File: src/rtl/mei_pkg.sv
package mei_pkg;

    typedef enum logic [1:0] {
        ST_INV = 2'd0,
        ST_EXC = 2'd1,
        ST_MOD = 2'd2
    } line_state_t;

    typedef struct packed {
        line_state_t next;
        logic        fill;
    } req_result_t;

    typedef struct packed {
        line_state_t next;
        logic        hit;
        logic        push;
    } snp_result_t;

    function automatic logic is_valid(line_state_t s);
        return s != ST_INV;
    endfunction

endpackage

File: src/rtl/mei_state_array.sv
module mei_state_array
    import mei_pkg::*;
#(
    parameter int LINES = 8,
    localparam int IDX_W = $clog2(LINES)
) (
    input  logic              clk,
    input  logic              rst,
    input  logic [IDX_W-1:0]  rd_a_idx,
    output line_state_t       rd_a_state,
    input  logic [IDX_W-1:0]  rd_b_idx,
    output line_state_t       rd_b_state,
    input  logic              wr_a_en,
    input  logic [IDX_W-1:0]  wr_a_idx,
    input  line_state_t       wr_a_state,
    input  logic              wr_b_en,
    input  logic [IDX_W-1:0]  wr_b_idx,
    input  line_state_t       wr_b_state
);
    logic [2*LINES-1:0] flat;

    for (genvar i = 0; i < LINES; i++) begin : g_line
        line_state_t q;
        always_ff @(posedge clk) begin
            if (rst)
                q <= ST_INV;
            else if (wr_b_en && wr_b_idx == IDX_W'(i))
                q <= wr_b_state;      // port b wins: it already saw port a's result
            else if (wr_a_en && wr_a_idx == IDX_W'(i))
                q <= wr_a_state;
        end
        assign flat[2*i +: 2] = q;
    end

    assign rd_a_state = line_state_t'(flat[2*rd_a_idx +: 2]);
    assign rd_b_state = line_state_t'(flat[2*rd_b_idx +: 2]);
endmodule

File: src/rtl/mei_snoop_eval.sv
module mei_snoop_eval
    import mei_pkg::*;
(
    input  logic         valid,
    input  logic         inhibit,
    input  logic         tag_match,
    input  line_state_t  cur,
    output snp_result_t  res
);
    always_comb begin
        res.hit  = valid && tag_match && is_valid(cur);
        res.push = 1'b0;
        res.next = cur;
        if (res.hit) begin
            unique case (cur)
                ST_EXC: res.next = inhibit ? ST_EXC : ST_INV;
                ST_MOD: begin
                    res.push = 1'b1;
                    res.next = inhibit ? ST_EXC : ST_INV;
                end
                default: res.next = cur;
            endcase
        end
    end
endmodule

File: src/rtl/mei_req_eval.sv
module mei_req_eval
    import mei_pkg::*;
(
    input  logic         valid,
    input  logic         write,
    input  logic         tag_match,
    input  line_state_t  cur,
    output req_result_t  res
);
    logic hit;

    always_comb begin
        hit      = tag_match && is_valid(cur);
        res.fill = 1'b0;
        res.next = cur;
        if (valid) begin
            if (!hit) begin
                res.fill = 1'b1;
                res.next = write ? ST_MOD : ST_EXC;
            end else if (write) begin
                res.next = ST_MOD;
            end
        end
    end
endmodule

File: src/rtl/mei_coherence_ctrl.sv
module mei_coherence_ctrl
    import mei_pkg::*;
#(
    parameter int LINES = 8,
    localparam int IDX_W = $clog2(LINES)
) (
    input  logic              clk,
    input  logic              rst,
    input  logic              req_valid_i,
    input  logic              req_write_i,
    input  logic              req_tag_match_i,
    input  logic [IDX_W-1:0]  req_index_i,
    input  logic              snp_valid_i,
    input  logic              snp_inhibit_i,
    input  logic              snp_tag_match_i,
    input  logic [IDX_W-1:0]  snp_index_i,
    output logic              fill_req_o,
    output logic [IDX_W-1:0]  fill_index_o,
    output logic              push_req_o,
    output logic [IDX_W-1:0]  push_index_o,
    output logic              req_done_o,
    output logic [1:0]        req_state_o,
    output logic              snp_done_o,
    output logic [1:0]        snp_state_o
);
    line_state_t snp_cur, req_stored, req_base;
    snp_result_t snp_res;
    req_result_t req_res;
    logic        same_line;

    mei_state_array #(.LINES(LINES)) u_array (
        .clk        (clk),
        .rst        (rst),
        .rd_a_idx   (snp_index_i),
        .rd_a_state (snp_cur),
        .rd_b_idx   (req_index_i),
        .rd_b_state (req_stored),
        .wr_a_en    (snp_res.hit),
        .wr_a_idx   (snp_index_i),
        .wr_a_state (snp_res.next),
        .wr_b_en    (req_valid_i),
        .wr_b_idx   (req_index_i),
        .wr_b_state (req_res.next)
    );

    mei_snoop_eval u_snoop (
        .valid     (snp_valid_i),
        .inhibit   (snp_inhibit_i),
        .tag_match (snp_tag_match_i),
        .cur       (snp_cur),
        .res       (snp_res)
    );

    // The snoop owns the array first; a request on the same line sees its result.
    assign same_line = snp_res.hit && (snp_index_i == req_index_i);
    assign req_base  = same_line ? snp_res.next : req_stored;

    mei_req_eval u_req (
        .valid     (req_valid_i),
        .write     (req_write_i),
        .tag_match (req_tag_match_i),
        .cur       (req_base),
        .res       (req_res)
    );

    always_ff @(posedge clk) begin
        if (rst) begin
            fill_req_o   <= 1'b0;
            fill_index_o <= '0;
            push_req_o   <= 1'b0;
            push_index_o <= '0;
            req_done_o   <= 1'b0;
            req_state_o  <= ST_INV;
            snp_done_o   <= 1'b0;
            snp_state_o  <= ST_INV;
        end else begin
            fill_req_o   <= req_res.fill;
            fill_index_o <= req_index_i;
            push_req_o   <= snp_res.push;
            push_index_o <= snp_index_i;
            req_done_o   <= req_valid_i;
            req_state_o  <= req_res.next;
            snp_done_o   <= snp_valid_i;
            snp_state_o  <= snp_res.next;
        end
    end
endmodule

File: config.mk
export PLATFORM = sky130hd
export DESIGN_NAME = mei_coherence_ctrl
export DESIGN_NICKNAME = d
export VERILOG_FILES = /design/src/rtl/mei_pkg.sv /design/src/rtl/mei_state_array.sv /design/src/rtl/mei_snoop_eval.sv /design/src/rtl/mei_req_eval.sv /design/src/rtl/mei_coherence_ctrl.sv
export SDC_FILE = /design/constraint.sdc
export NUM_CORES = 1
export LEC_CHECK = 0
export ABC_AREA = 1
export CORE_UTILIZATION = 25
export CTS_BUF_LIST = sky130_fd_sc_hd__clkbuf_16
export DETAILED_ROUTE_END_ITERATION = 6
export GPL_TIMING_DRIVEN = 1
export PLACE_DENSITY = 0.45
export SLEW_MARGIN = 20
export SYNTH_ARGS = -nofsm -noshare
export SYNTH_HDL_FRONTEND = slang
export SYNTH_HIERARCHICAL = 1
export SYNTH_SLANG_ARGS = --single-unit
File: constraint.sdc
create_clock -name clk -period 3.8 [get_ports clk]
set_clock_uncertainty 0.05 [all_clocks]
set_input_delay 1.14 -clock clk [delete_from_list [all_inputs] [get_ports clk]]
set_output_delay 1.14 -clock clk [all_outputs]
set_load 0.1 [all_outputs]
==> flow_summary.json, run 1 <==
{
  "syn_area_mm2": 0.00193,
  "maxCapViolCount": 0,
  "clockBufferDepth": 2,
  "final_nets": 406,
  "grt.overflow.total": 0,
  "grt_max_degree": 19,
  "synth_top_cell_by_area": "dfxtp_1",
  "final_area_mm2": 0.00264,
  "worst-path-buf-inv": 6,
  "setup_violations": 0,
  "dpl.hpwl_mm": 4.61,
  "finalSetupTns_ps": 0,
  "netlist_instances": 333,
  "num_antenna_cells": 0,
  "max_freq_mhz": 303,
  "drtIter0Drc": 134,
  "path_clk_slew_ps": 50,
  "min_period_ps": 3300,
  "start_util": 0.261,
  "slew_headroom": 0.596,
  "yosys_warnings": 6,
  "htreeDepth": 2,
  "die_area_mm2": 0.00806,
  "cts_buffers": 5,
  "worst_path_most_repeated_cell": "nand2_1",
  "yosys-top-cells-area": "dfxtp_1 31%, nand2_1 22%, inv_1 9.9%",
  "ys_ff_latch": 30,
  "die_h_um": 89.8,
  "remaining_drc_errors": 0,
  "intPower_uw": 652,
  "powerDensity_mw_per_mm2": 370,
  "seq_power_share": 0.343,
  "dpl_cell_area_mm2": 0.00243,
  "die_w_um": 89.8,
  "wl_per_cell_um": 12.0,
  "port_buffers": 27,
  "dr_total_vias": 2168,
  "p_comb_frac": 0.269,
  "swShare": 0.332,
  "status": "complete, no violations",
  "rows": 31,
  "grt_pass1_vias": 2020,
  "critPathTopFamily": "simple AND/OR/NAND/NOR gates",
  "rsz0062_at_grt": "false",
  "cp_slowest_stage_delay_ps": 320,
  "seq_area_frac_synth": 0.312,
  "layout-drive-gt1-share": 0.179,
  "hp-class": "register to register",
  "grt_usage": 0.155,
  "synth_top_area_share": 0.312,
  "cts-root-buf": "clkbuf_16",
  "fin_crit_sh": 0.869,
  "arrival_ps": 3450,
  "antenna_found_initial": 0,
  "grt_pass1_wl_mm": 9.80,
  "hold_viol_final": 0,
  "end_kind": "register",
  "pwr-share-clk": 0.389,
  "io_pins": 28,
  "ir_drop_mv": 0.171,
  "clock-sinks": 30,
  "worstMarginPinSlew_ps": 605,
  "drv_slew": 0,
  "required_ps": 3950,
  "cp_slowest_cell": "ha_2",
  "cp-start-kind": "input port",
  "r2r_setup_slack_ps": 1270,
  "avgSynthCellArea_um2": 5.79,
  "place_congestion": 0.886,
  "first_pass_iters": 4,
  "worstSetupPathType": "input port to register",
  "syn_to_final_growth_pct": 36.8,
  "hold_buffers": 0,
  "synth_fp_nets": 350,
  "ant_nets": 0,
  "cts_tree": "built",
  "clkLatencyLatePin_ps": 270,
  "core_mm2": 0.00737,
  "p_leak_uw": 0.00133,
  "yosysUniqueCellTypes": 17,
  "path_max_fanout": 18,
  "avgViaCountPerCell": 4.43,
  "wirelength_mm": 5.87,
  "p_switching_uw": 324
}
[power by group through the flow]
stage	clock (uW)	combinational (uW)	sequential, uW
global placement	0	252	341
floorplan	0	98.9	402
global route	405	288	335
finish	379	262	334
CTS	393	253	334
detailed placement	0	252	341
[sequential cells by signal, indices dropped and copies added, names as in the netlist]
name and flops:
u_array/g_line.q 16, req_state_o 2, push_req_o 1, snp_done_o 1, snp_state_o 2, req_done_o 1, fill_req_o 1, fill_index_o 3
push_index_o 3
[tightest hold or removal path, cell delays in order, from the launching register on]
cell     delay [ps]
dfxtp_1         300
nand2_1          60
a21oi_1          50
[cell type report]
cell class              instances  area, um^2
repair buffers                 53         449
clock inverters                 3        16.3
inverters                      55         206
well taps                      99         124
clock buffers                   5         125
fillers                       854        4730
multi-input cells             244        1110
flip-flops and latches         30         601
[worst paths after layout]
path / startpoint / to / cells after the start
worst min register to register: u_array/g_line[1].q[1] / u_array/g_line[1].q[1] / 2
worst max register to register: u_array/g_line[5].q[1] / u_array/g_line[3].q[0] / 25
worst max-delay path: snp_index_i[0] / u_array/g_line[3].q[0] / 26
worst min-delay path: u_array/g_line[1].q[1] / u_array/g_line[1].q[1] / 2
[cell usage in the layout, fill, tap and decap left out]
cell,n
nand2_1,112
inv_1,49
nor2_1,40
buf_4,37
dfxtp_1,30
nand3_1,23
o21ai_0,22
a21oi_1,21
clkdlybuf4s50_1,11
inv_2,6
nand2_2,6
nor2_4,6
clkbuf_16,5
o21ai_1,5
nor2_2,2
dlymetal6s2s_1,2
ha_1,2
clkinv_1,1
clkinvlp_4,1
clkinv_2,1
buf_2,1
buf_6,1
buf_12,1
o211ai_1,1
nand4_1,1
o21ai_2,1
a21oi_2,1
ha_2,1
[metrics by stage]
stage                     cells  hold WS [ps]  power, uW  setup WS, ps  utilization
after floorplan             333           387        501           438            -
after global placement      475           403        593          -213        0.330
after detailed placement    475           405        593          -237        0.330
after CTS                   483           414        980          30.3        0.349
after global routing        489           432       1030           166        0.358
final                       489           410        976           498        0.358
[Yosys cell counts (all sizes together)]
cell type	number
nand4	1
clkbuf	1
o211ai	1
buf	3
dfxtp	30
inv	55
nor2	48
nand3	23
a21oi	22
ha	3
nand2	118
o21ai	28
[logic make-up (layout without fill, tap and decap cells)]
family | Yosys count | after routing | share of synthesized area
fa+ha+maj | 3 | 3 | 0.0195
compound gates | 51 | 51 | 0.136
flops | 30 | 30 | 0.312
simple gates | 190 | 190 | 0.416
buf+inv | 59 | 116 | 0.117
[routing by layer]
layer	track usage	wire [um]	up-vias	part of all wire
met5	0	0	-	0
met1	0.199	2780	966	0.47
met4	0.0451	57	0	0.0097
li1	-	-	1144	-
met2	0.260	2700	52	0.46
met3	0.0355	335	6	0.057
[timing repair]
| item | in CTS | in global routing |
|---|---|---|
| endpoints found under the setup margin | 0 | 16 |
| setup buffers | 0 | 5 |
| gates resized for setup | 0 | 14 |
Note: power is estimated with default switching activity, not from simulation.
==> run 2, diff against run 1 <==
--- a/config.mk
+++ b/config.mk
@@ -11,6 +11,7 @@
 export DETAILED_ROUTE_END_ITERATION = 6
 export GPL_TIMING_DRIVEN = 1
 export PLACE_DENSITY = 0.45
+export SETUP_SLACK_MARGIN = 0.1
 export SLEW_MARGIN = 20
 export SYNTH_ARGS = -nofsm -noshare
 export SYNTH_HDL_FRONTEND = slang
==> constraint.sdc (replaced) <==
create_clock -name clk -period 3.8 [get_ports clk]
set_clock_uncertainty 0.05 [all_clocks]
set_input_delay 1.14 -clock clk [delete_from_list [all_inputs] [get_ports clk]]
set_output_delay 1.14 -clock clk [all_outputs]
set_load 0.05 [all_outputs]
==> flow_summary.json, run 2 (synthesis gave the netlist of run 1 again) <==
{
  "status": "complete, no violations",
  "worst-path-buf-inv": 5,
  "antenna_found_initial": 0,
  "grt_usage": 0.148,
  "max_freq_mhz": 302,
  "rows": 31,
  "cts_tree": "built",
  "hp-class": "register to register",
  "place_congestion": 0.876,
  "grt.overflow.total": 0,
  "powerDensity_mw_per_mm2": 353,
  "path_max_fanout": 18,
  "final_nets": 406,
  "layout_common_cells": "113 x nand2_1, 49 x inv_1, 40 x nor2_1",
  "cp_slowest_cell": "ha_2",
  "final.fill_count": 839,
  "hold-worst-slack_ps": 417,
  "timing.rr.start": "u_array/g_line[5].q[0]",
  "rsz0062_at_grt": "false",
  "worst_path_most_repeated_cell": "nand2_1",
  "cp_slowest_stage_delay_ps": 210,
  "dr_total_vias": 2124,
  "min_delay_path_depth": 2,
  "io_pins": 28,
  "seq_power_share": 0.356,
  "register_area_um2": 601,
  "avgViaCountPerCell": 4.34,
  "setup_violations": 0,
  "first_pass_iters": 7,
  "num_antenna_cells": 0,
  "path_clk_slew_ps": 50,
  "die_area_mm2": 0.00806,
  "cts_buffers": 5,
  "grt_max_degree": 19,
  "p_comb_frac": 0.247,
  "maxCapViolCount": 0,
  "pwr-share-clk": 0.397,
  "end_kind": "register",
  "ant_nets": 0,
  "clkLatencyLatePin_ps": 280,
  "clock-sinks": 30,
  "wl_per_cell_um": 11.9,
  "multi_input_area_mm2": 0.00111,
  "p_leak_uw": 0.00131,
  "htreeDepth": 2,
  "r2r_setup_slack_ps": 1270,
  "layout-drive-gt1-share": 0.138,
  "min_to": "u_array/g_line[1].q[0]",
  "cts-root-buf": "clkbuf_16",
  "top_register": "u_array/g_line.q",
  "largest_reg_flops": 16,
  "hold_buffers": 0,
  "ir_drop_mv": 0.164,
  "die_h_um": 89.8,
  "largestRegisters": "u_array/g_line.q x16, fill_index_o x3, push_index_o x3",
  "grt_pass1_vias": 1966,
  "required_ps": 3950,
  "intPower_uw": 653,
  "fin_crit_sh": 0.872,
  "worstSetupPathType": "input port to register",
  "arrival_ps": 3470,
  "p_switching_uw": 287,
  "clockBufferDepth": 2,
  "dpl.hpwl_mm": 4.62,
  "fin_util": 0.362,
  "wirelength_mm": 5.84,
  "syn_to_final_growth_pct": 38.4,
  "min_period_ps": 3310,
  "drv_slew": 0,
  "worstMarginPinSlew_ps": 540,
  "worstHoldStart": "u_array/g_line[1].q[0]",
  "rr_endpoint": "u_array/g_line[3].q[0]",
  "slew_headroom": 0.639,
  "hold_viol_final": 0,
  "grt_pass1_wl_mm": 9.32,
  "drtIter0Drc": 82,
  "start_util": 0.261,
  "swShare": 0.305,
  "critPathTopFamily": "simple AND/OR/NAND/NOR gates",
  "port_buffers": 27,
  "final_common_cell": "nand2_1",
  "r2r_cells": 24,
  "remaining_drc_errors": 0,
  "cp-start-kind": "input port",
  "core_mm2": 0.00737,
  "die_w_um": 89.8
}
run 2: cell types whose count changed in the layout (fill, tap and decap cells not counted), moves of 2 or more:
cell / before / now
buf_4: 37 / 24
clkdlybuf4s50_1: 11 / 25
o21ai_0: 22 / 24
o21ai_1: 5 / 3
run 2: timing repair:
| action | 4_1_cts | 5_1_grt |
|---|---|---|
| pin swaps | 1 | 2 |
| endpoints found under the setup margin | 7 | 16 |
| buffers inserted | 1 | 3 |
| gates cloned | 0 | 1 |
| resized for setup | 3 | 10 |
run 2: how the worst max path moves through the flow:
stage	startpoint	endpoint	slack (ps)	depth (start not counted)
floorplan	snp_index_i[0]	u_array/g_line[1].q[0]	440	23
global placement	snp_index_i[0]	u_array/g_line[7].q[0]	-220	24
detailed placement	snp_index_i[0]	u_array/g_line[5].q[0]	-260	24
CTS	snp_index_i[0]	u_array/g_line[3].q[0]	120	25
global route	snp_index_i[0]	u_array/g_line[3].q[0]	140	26
finish	snp_index_i[0]	u_array/g_line[3].q[0]	490	25
run 2: layout make-up:
cell class                 count  share of cell area
multi-input combinational    244               0.416
sequential                    30               0.225
timing repair buffer          53               0.183
inverter                      55              0.0784
clock buffer                   5              0.0469
tap                           99              0.0465
clock inverter                 3             0.00469
run 2: stage by stage:
stage               instances  cell area (um^2)  worst slack [ps]  power, uW  TNS [ps]
global placement          476              2470              -216        564     -1820
floorplan                 333              1930               438        468         0
global route              489              2670               136        985         0
finish                    489              2670               485        940         0
CTS                       485              2620               122        946         0
detailed placement        476              2470              -262        563     -2330
run 2: per-layer routing:
metal,GRT usage,share of wire
met1,0.196,0.50
met2,0.241,0.45
met3,0.0279,0.041
met4,0.0492,0.013
met5,0,0
run 2: tightest hold or removal path: cells and delay by family, from the launching register on:
family / cells / cell delay, ps
DFF: 1 / 310
AOI/OAI and AO/OA: 1 / 50
and+or+nand+nor: 1 / 60
run 2: power by group through the flow:
stage / registers, uW / clock network, uW / logic, uW
finish: 334 / 374 / 232
global route: 335 / 392 / 258
CTS: 334 / 386 / 226
detailed placement: 341 / 0 / 223
global placement: 341 / 0 / 223
floorplan: 369 / 0 / 98.9
